===== src/rtl/tc_pkg.sv =====
package tc_pkg;
  localparam int DW = 8;
  localparam int AW = 16;

  localparam logic [3:0] OP_HALT  = 4'h0;
  localparam logic [3:0] OP_RET   = 4'h1;
  localparam logic [3:0] OP_SHL   = 4'h2;
  localparam logic [3:0] OP_SHR   = 4'h3;
  localparam logic [3:0] OP_ROL   = 4'h4;
  localparam logic [3:0] OP_ROR   = 4'h5;
  localparam logic [3:0] OP_NAND  = 4'h6;
  localparam logic [3:0] OP_AND   = 4'h7;
  localparam logic [3:0] OP_OR    = 4'h8;
  localparam logic [3:0] OP_XOR   = 4'h9;
  localparam logic [3:0] OP_LOAD  = 4'hA;
  localparam logic [3:0] OP_STORE = 4'hB;
  localparam logic [3:0] OP_BEQ   = 4'hC;
  localparam logic [3:0] OP_BNE   = 4'hD;
  localparam logic [3:0] OP_CEQ   = 4'hE;
  localparam logic [3:0] OP_CNE   = 4'hF;

  typedef enum logic [3:0] {
    S_F0, S_D0, S_F1, S_D1, S_F2, S_D2,
    S_EX, S_LD, S_IN, S_C2, S_R1, S_R2, S_HALT
  } tc_state_e;

  function automatic logic has_addr(input logic [3:0] op);
    return op >= OP_LOAD;
  endfunction

  function automatic logic is_alu(input logic [3:0] op);
    return (op >= OP_SHL) && (op <= OP_XOR);
  endfunction

  function automatic logic [DW-1:0] alu_calc(input logic [3:0] op,
                                             input logic [DW-1:0] a,
                                             input logic [DW-1:0] b);
    case (op)
      OP_SHL:  return {a[DW-2:0], 1'b0};
      OP_SHR:  return {1'b0, a[DW-1:1]};
      OP_ROL:  return {a[DW-2:0], a[DW-1]};
      OP_ROR:  return {a[0], a[DW-1:1]};
      OP_NAND: return ~(a & b);
      OP_AND:  return a & b;
      OP_OR:   return a | b;
      OP_XOR:  return a ^ b;
      default: return a;
    endcase
  endfunction
endpackage


===== src/rtl/tc_alu.sv =====
module tc_alu
  import tc_pkg::*;
(
  input  logic [3:0]    op,
  input  logic [DW-1:0] a,
  input  logic [DW-1:0] b,
  output logic [DW-1:0] res,
  output logic          same
);
  assign res  = alu_calc(op, a, b);
  assign same = (a == b);
endmodule


===== src/rtl/tc_regs.sv =====
module tc_regs #(
  parameter int NREG = 4,
  parameter int W    = 8,
  localparam int SW  = $clog2(NREG)
) (
  input  logic          clk,
  input  logic          we,
  input  logic [SW-1:0] wsel,
  input  logic [W-1:0]  wdata,
  input  logic [SW-1:0] sel_a,
  input  logic [SW-1:0] sel_b,
  output logic [W-1:0]  rd_a,
  output logic [W-1:0]  rd_b
);
  logic [NREG-1:0][W-1:0] bank;

  for (genvar g = 0; g < NREG; g++) begin : g_reg
    logic [W-1:0] q;
    always_ff @(posedge clk) begin
      if (we && (wsel == SW'(g))) q <= wdata;
    end
    assign bank[g] = q;
  end

  assign rd_a = bank[sel_a];
  assign rd_b = bank[sel_b];
endmodule


===== src/rtl/tc_core.sv =====
module tc_core
  import tc_pkg::*;
#(
  parameter int          NREG     = 4,
  parameter logic [15:0] RP_RESET = 16'hFFF0,
  parameter logic [15:0] IO_LOW   = 16'hFFF0,
  parameter logic [15:0] IO_PORT  = 16'hFFFF
) (
  input  logic          clk,
  input  logic          rst_n,
  output logic [AW-1:0] mem_addr,
  output logic [DW-1:0] mem_wdata,
  input  logic [DW-1:0] mem_rdata,
  output logic          mem_re,
  output logic          mem_we,
  input  logic [DW-1:0] in_data,
  input  logic          in_valid,
  output logic          in_ack,
  output logic [DW-1:0] out_data,
  output logic          out_valid,
  output logic          halted
);
  localparam int SW = $clog2(NREG);
  localparam logic [AW-1:0] SLOT = AW'(2);
  localparam logic [AW-1:0] ONE  = AW'(1);

  tc_state_e     state;
  logic [AW-1:0] ip, rp, op_addr;
  logic [DW-1:0] ir, tmp;

  logic [3:0]    op;
  logic [SW-1:0] rx, ry;
  logic [DW-1:0] rx_val, ry_val, alu_res, wr_data;
  logic          same, wr_en;

  assign op = ir[7:4];
  assign rx = ir[2+:SW];
  assign ry = ir[0+:SW];

  // named events for the assertions
  logic ev_cond, ev_rsv, ev_call, ev_ret_end;
  assign ev_cond    = (op == OP_BEQ || op == OP_CEQ) ? same : !same;
  assign ev_rsv     = (op_addr >= IO_LOW);
  assign ev_call    = (state == S_EX) && (op == OP_CEQ || op == OP_CNE) && ev_cond;
  assign ev_ret_end = (state == S_R2);

  tc_regs #(.NREG(NREG), .W(DW)) u_regs (
    .clk(clk), .we(wr_en), .wsel(rx), .wdata(wr_data),
    .sel_a(rx), .sel_b(ry), .rd_a(rx_val), .rd_b(ry_val)
  );

  tc_alu u_alu (.op(op), .a(rx_val), .b(ry_val), .res(alu_res), .same(same));

  always_comb begin
    mem_addr  = ip;
    mem_wdata = rx_val;
    mem_re    = 1'b0;
    mem_we    = 1'b0;
    out_valid = 1'b0;
    in_ack    = 1'b0;
    wr_en     = 1'b0;
    wr_data   = alu_res;
    case (state)
      S_F0, S_F1, S_F2: mem_re = 1'b1;
      S_EX: begin
        case (op)
          OP_RET: begin mem_addr = rp; mem_re = 1'b1; end
          OP_LOAD: begin
            mem_addr = op_addr;
            mem_re   = !ev_rsv;
            if (ev_rsv && op_addr != IO_PORT) begin wr_en = 1'b1; wr_data = '0; end
          end
          OP_STORE: begin
            mem_addr  = op_addr;
            mem_we    = !ev_rsv;
            out_valid = (op_addr == IO_PORT);
          end
          OP_CEQ, OP_CNE: if (ev_cond) begin
            mem_addr  = rp - SLOT;
            mem_we    = 1'b1;
            mem_wdata = ip[AW-1:DW];
          end
          default: wr_en = is_alu(op);
        endcase
      end
      S_LD: begin wr_en = 1'b1; wr_data = mem_rdata; end
      S_IN: begin in_ack = in_valid; wr_en = in_valid; wr_data = in_data; end
      S_C2: begin mem_addr = rp + ONE; mem_we = 1'b1; mem_wdata = ip[DW-1:0]; end
      S_R1: begin mem_addr = rp + ONE; mem_re = 1'b1; end
      default: ;
    endcase
  end

  assign out_data = rx_val;
  assign halted   = (state == S_HALT);

  always_ff @(posedge clk or negedge rst_n) begin
    if (!rst_n) begin
      state   <= S_F0;
      ip      <= '0;
      rp      <= RP_RESET;
      ir      <= '0;
      op_addr <= '0;
      tmp     <= '0;
    end else begin
      case (state)
        S_F0: state <= S_D0;
        S_D0: begin
          ir    <= mem_rdata;
          ip    <= ip + ONE;
          state <= has_addr(mem_rdata[7:4]) ? S_F1 : S_EX;
        end
        S_F1: state <= S_D1;
        S_D1: begin op_addr[AW-1:DW] <= mem_rdata; ip <= ip + ONE; state <= S_F2; end
        S_F2: state <= S_D2;
        S_D2: begin op_addr[DW-1:0] <= mem_rdata; ip <= ip + ONE; state <= S_EX; end
        S_EX: begin
          state <= S_F0;
          case (op)
            OP_HALT: state <= S_HALT;
            OP_RET:  state <= S_R1;
            OP_LOAD: if (!ev_rsv) state <= S_LD;
                     else if (op_addr == IO_PORT) state <= S_IN;
            OP_BEQ, OP_BNE: if (ev_cond) ip <= op_addr;
            OP_CEQ, OP_CNE: if (ev_cond) begin rp <= rp - SLOT; state <= S_C2; end
            default: ;
          endcase
        end
        S_LD: state <= S_F0;
        S_IN: if (in_valid) state <= S_F0;
        S_C2: begin ip <= op_addr; state <= S_F0; end
        S_R1: begin tmp <= mem_rdata; state <= S_R2; end
        S_R2: begin ip <= {tmp, mem_rdata}; rp <= rp + SLOT; state <= S_F0; end
        S_HALT: state <= S_HALT;
        default: state <= S_F0;
      endcase
    end
  end

  // one bus direction at a time, reserved window never on the bus
  p_bus_excl_r8: assert property (@(posedge clk) disable iff (!rst_n)
    !(mem_re && mem_we));
  p_no_rsv_bus_r8: assert property (@(posedge clk) disable iff (!rst_n)
    (mem_re || mem_we) |-> (mem_addr < IO_LOW));
  // output port strobe never pairs with a memory write
  p_out_nowr_r7: assert property (@(posedge clk) disable iff (!rst_n)
    out_valid |-> !mem_we);
  // input taken only while offered and only while waiting for it
  p_in_ack_r6: assert property (@(posedge clk) disable iff (!rst_n)
    in_ack |-> (in_valid && state == S_IN));
  // a taken call moves the stack pointer down one slot
  p_call_step_r10: assert property (@(posedge clk) disable iff (!rst_n)
    ev_call |=> (rp == $past(rp) - SLOT));
  // return moves the stack pointer up one slot
  p_ret_step_r11: assert property (@(posedge clk) disable iff (!rst_n)
    ev_ret_end |=> (rp == $past(rp) + SLOT));
  // halted sticks and is silent
  p_halt_hold_r12: assert property (@(posedge clk) disable iff (!rst_n)
    halted |=> halted);
  p_halt_quiet_r12: assert property (@(posedge clk) disable iff (!rst_n)
    halted |-> !(mem_re || mem_we || out_valid || in_ack));
endmodule


===== config.mk =====
export PLATFORM = sky130hd
export DESIGN_NAME = tc_core
export DESIGN_NICKNAME = d
export VERILOG_FILES = /design/src/rtl/tc_pkg.sv /design/src/rtl/tc_alu.sv /design/src/rtl/tc_regs.sv /design/src/rtl/tc_core.sv
export SDC_FILE = /design/constraint.sdc
export NUM_CORES = 1
export LEC_CHECK = 0
export BUFFER_PORTS_ARGS = -buffer_cell sky130_fd_sc_hd__clkbuf_2
export CAP_MARGIN = 10
export CORE_ASPECT_RATIO = 1.5
export CORE_MARGIN = 2
export CORE_UTILIZATION = 45
export CTS_BUF_LIST = sky130_fd_sc_hd__clkbuf_4 sky130_fd_sc_hd__clkbuf_8
export DETAILED_ROUTE_END_ITERATION = 10
export GPL_TIMING_DRIVEN = 0
export SYNTH_ARGS = -nofsm -noshare
export SYNTH_HDL_FRONTEND = slang
export SYNTH_HIERARCHICAL = 1
export SYNTH_SLANG_ARGS = --single-unit

===== constraint.sdc =====
create_clock -name clk -period 5.15 [get_ports clk]
set_input_delay 1.03 -clock clk [delete_from_list [all_inputs] [get_ports clk]]
set_output_delay 1.03 -clock clk [all_outputs]
set_load 0.01 [all_outputs]

==> results.env <==
RESULT_OF_THE_RUN='finished, final reports clean'
SWITCHINGPOWER_mW=3.00
FIN_SKEW_NS=0.0138
HP-CLASS='in2async'
CTS-BUFFERS-INSERTED=9
LAYOUT_WORST_PATH_CYCLE_SHARE_PCT=97.5
GRT_SETUP_UNREPAIRED='no'
CP.BUFFERS_INVERTERS=4
INITIAL_UTIL_PCT=45.6
GRT_START_MAX_NET_PINS=56
GP_CONGESTION=0.967
CORE_MM2=0.0161
ROUTE.DETAILED.DRC=0
CELL_CHOSEN_FOR_THE_CLOCK_ROOT='sky130_fd_sc_hd__clkbuf_8'
FINALWORSTPATHREQUIREDPERIOD_NS=5.02
DRT-INITIAL-DRC-COUNT=679
ANTENNA_FOUND_INITIAL=0
FLOORPLAN.IO_PINS=56
YS_ASYNC_SR_FRACTION_PCT=67.7
SLOWEST_STAGE_CELL_CRIT_PATH='sky130_fd_sc_hd__mux4_2'
H-TREE-DEPTH=3
YS_FF_LATCH=99
FP-ROW-COUNT=57
MAXCLOCKFREQUENCY_MHz=199
SEQPWRFRAC_PCT=26.9
CRITICAL_PATH.MAX_FANOUT=8
SETUP_TNS_AFTER_FINAL_LAYOUT_NS=0
PLACE_HPWL_MM=19.3
CRITICAL_PATH.TOP_DELAY_FAMILY='simple AND/OR/NAND/NOR gates'
NETSWITCHINGFRACTION_PCT=50.6
DIE_AREA_MM2=0.0174
FINALHOLDVIOLATIONS=0
MAX_STAGE_DELAY_NS=0.58
DETAIL_ROUTE.FIRST_PASS.ITERATIONS=5
COMB_POWER_SHARE_PCT=64.0
NUMBER_OF_INSTANCES_IN_THE_SYNTHESIZED_NETLIST=780
CLOCK_TREE.BUFFER_DEPTH=2
AVERAGE_SIZE_OF_A_MAPPED_CELL_UM2=9.42
CELL_INTERNAL_PWR_mW=2.93
SYNTH_ENABLE_FLOP_CELLS=32
SYNTHDOMINANTAREACELLTYPE='sky130_fd_sc_hd__dfrtp_1'
FINAL_LAYOUT_SIZE_SUFFIX_GT1_SHARE_PCT=27.0
WORST-SLEW-PIN-TRANSITION_NS=0.956
GRT_USAGE_PCT=30.1
GRT_FIRST_PASS_WIRELENGTH_MM=39.3
ARRIVAL_NS=3.99
FLOW.AREA_GROWTH_FROM_SYNTHESIS_PCT=13.0
POWER_LEAKAGE_nW=3.34
SEQ_AREA_FRAC_SYNTH_PCT=36.1
VIAS_PER_CELL=6.48
CRIT_REQUIRED_NS=4.12
IR_DROP_mV=0.306
NUMCLOCKSINKS=99
NUMPORTBUFFERS=55
NETS=896
FIN_HOLD_WS_NS=0.509
VIA_COUNT_OF_THE_FIRST_GLOBAL_ROUTING_PASS=6885
ENDPOINT_KIND='output pin'
SYNTH_TOP_AREA_SHARE_PCT=18.7
GRT_REMAINING_OVERFLOW=0
SETUP_VIOLATIONS=0
WL_PER_CELL_UM=24.0
SLEW_HEADROOM_PCT=35.9
CTS-HOLD-FIX-BUFFERS=0
CRIT_PATH_CELL_TRACE='buf_8 -> mux4_2 -> inv_1 -> ha_1 -> or4_4 -> nor2_4 -> and4b_2 -> o41ai_4 -> buf_6 -> a22oi_1 -> o21ai_0 -> clkbuf_2'
YOSYS-TOP-CELLS-AREA='sky130_fd_sc_hd__dfrtp_1 19%, sky130_fd_sc_hd__edfxtp_1 13%, sky130_fd_sc_hd__mux2_2 4.9%'
CHIPWIDTH_UM=108
CRITICAL_PATH.STARTPOINT_TYPE='flip-flop'
SYNTH.NET_COUNT=818
SETUP.WORST_PATH.CLASS='reg2out'
DETAIL-ROUTE-ANTENNA-NETS=0
CTS_TREE='built'
SYNTH_AREA_MM2=0.00735
ANTENNA-DIODE-COUNT=0
VIA_COUNT=6930
SYNTHDISTINCTLIBCELLS=84
PATH_CLK_SLEW_NS=0.12
YS.WARNINGS.COUNT=6
POSTROUTEWIRELENGTH_MM=25.6
YOSYS_MOST_USED_DFF='sky130_fd_sc_hd__dfrtp_1'
DIE-HEIGHT_UM=160
CLOCKPOWERSHARE_PCT=9.1
POWERDENSITY_mW_PER_MM2=714
FILLERS=1545
WORST_SKEW_PAIR.LATE_LATENCY_NS=0.40
DRV_CAP=0
SLEW_VIOL_FINAL=0
-- routing by layer --
layer  vias up  part of all wire (%)  track usage (%)
met3        99                   5.3             3.98
li1       3078                     -                -
met2       323                    50             51.7
met5         -                     0                0
met4         0                   7.8             19.8
met1      3430                    37             34.4
-- synth_stat cells (14+ instances only) --
cell / number
sky130_fd_sc_hd__dfrtp_1: 55
sky130_fd_sc_hd__edfxtp_1: 32
sky130_fd_sc_hd__a221oi_1: 16
sky130_fd_sc_hd__nand2_1: 69
sky130_fd_sc_hd__clkbuf_1: 20
sky130_fd_sc_hd__nor3_1: 20
sky130_fd_sc_hd__mux2_2: 32
sky130_fd_sc_hd__inv_1: 38
sky130_fd_sc_hd__o21ai_0: 56
sky130_fd_sc_hd__buf_2: 24
sky130_fd_sc_hd__mux4_2: 16
sky130_fd_sc_hd__nor2_1: 52
sky130_fd_sc_hd__nand3_1: 14
sky130_fd_sc_hd__a21oi_1: 41
sky130_fd_sc_hd__ha_1: 19
sky130_fd_sc_hd__a22oi_1: 25
sky130_fd_sc_hd__xnor2_1: 20
-- what timing repair did --
| item | CTS | global route |
|---|---|---|
| setup buffers | 4 | 6 |
| pin swaps | 1 | 4 |
| gates resized for setup | 9 | 14 |
| endpoints found under the setup margin | 24 | 22 |
-- power by group through the flow --
| stage | Clock (mW) | Sequential, mW | Combinational (mW) |
|---|---|---|---|
| after floorplan | 0 | 1.43 | 2.58 |
| after global placement | 0 | 1.58 | 3.53 |
| after detailed placement | 0 | 1.59 | 3.59 |
| after CTS | 0.548 | 1.58 | 3.66 |
| after global routing | 0.574 | 1.61 | 4.10 |
| final | 0.541 | 1.59 | 3.79 |
-- placed cells by master, fill, tap and decap left out, types with 6 or more instances in the layout --
cell type                  count
sky130_fd_sc_hd__mux2_2       32
sky130_fd_sc_hd__a221oi_1     16
sky130_fd_sc_hd__or2_2         7
sky130_fd_sc_hd__o21ai_1       6
sky130_fd_sc_hd__o22ai_1      12
sky130_fd_sc_hd__nor2_2        7
sky130_fd_sc_hd__ha_1         19
sky130_fd_sc_hd__buf_2        23
sky130_fd_sc_hd__inv_1        37
sky130_fd_sc_hd__a31oi_1       6
sky130_fd_sc_hd__buf_4        18
sky130_fd_sc_hd__xor2_1       10
sky130_fd_sc_hd__clkbuf_8      9
sky130_fd_sc_hd__clkbuf_1     20
sky130_fd_sc_hd__mux4_2       16
sky130_fd_sc_hd__dfstp_2      12
sky130_fd_sc_hd__o31ai_1       8
sky130_fd_sc_hd__nand2b_1      7
sky130_fd_sc_hd__nor2_1       49
sky130_fd_sc_hd__or3_1         8
sky130_fd_sc_hd__a22oi_1      25
sky130_fd_sc_hd__a21oi_1      40
sky130_fd_sc_hd__nor2b_1      10
sky130_fd_sc_hd__nor4_1        8
sky130_fd_sc_hd__dfrtp_1      54
sky130_fd_sc_hd__nand3_1      13
sky130_fd_sc_hd__xnor2_1      19
sky130_fd_sc_hd__a222oi_1      6
sky130_fd_sc_hd__edfxtp_1     32
sky130_fd_sc_hd__a21o_1        7
sky130_fd_sc_hd__nand2_1      67
sky130_fd_sc_hd__nor3_1       20
sky130_fd_sc_hd__o21ai_0      55
sky130_fd_sc_hd__nand4_1       9
sky130_fd_sc_hd__clkbuf_2     56
sky130_fd_sc_hd__buf_6         7
-- state kept, by name (all words and copies together), names as in the netlist --
signal	cells
ip	16
rp	15
state	4
op_addr	16
u_regs/g.q	32
ir	8
tmp	8
-- cell families (layout without fill, tap and decap cells) --
family | Yosys count | after routing | synth area share (%)
AO/OA/AOI/OAI | 227 | 227 | 21.4
XOR/XNOR | 31 | 31 | 3.80
adder cells (fa/ha/maj) | 19 | 19 | 3.24
buffers and inverters | 98 | 181 | 6.52
flip-flops | 99 | 99 | 36.1
multiplexers | 53 | 53 | 10.5
AND/OR/NAND/NOR | 253 | 253 | 18.5
-- path summary, 6_finish.rpt --
kind                       startpoint     endpoint  slack (ns)  depth (start not counted)
hold reg to reg                rp[15]       rp[15]        0.53                          1
max in group asynchronous       rst_n        rp[8]        4.07                          2
hold / removal                  rst_n        ir[4]        0.51                          1
min in group clk               rp[15]       rp[15]        0.53                          1
setup reg to reg                ir[2]       ip[11]        1.35                         10
setup / recovery                ir[2]  mem_addr[3]        0.13                         12
-- through the flow --
stage / std cells / util [%] / worst slack [ns] / total power [mW] / area [µm²]
floorplan: 780 / - / 0.820 / 4.00 / 7350
global placement: 1041 / 48.9 / -0.00945 / 5.11 / 7880
detailed placement: 1043 / 49.1 / -0.0133 / 5.18 / 7920
CTS: 1063 / 50.9 / 0.00135 / 5.78 / 8200
finish: 1069 / 51.5 / 0.128 / 5.92 / 8300
global route: 1069 / 51.5 / 0.00869 / 6.29 / 8300
-- cell type report --
| class | count | area [µm²] | area share, % |
|---|---|---|---|
| clock buffer | 9 | 124 | 1.49 |
| clock inverter | 7 | 93.8 | 1.13 |
| tap | 206 | 258 | 3.11 |
| inverter | 38 | 143 | 1.72 |
| timing repair buffer | 67 | 392 | 4.72 |
| sequential | 99 | 2650 | 32.0 |
| buffer | 60 | 343 | 4.13 |
| multi-input combinational | 583 | 4290 | 51.7 |
No activity file was read; power rests on OpenSTA's default activity.
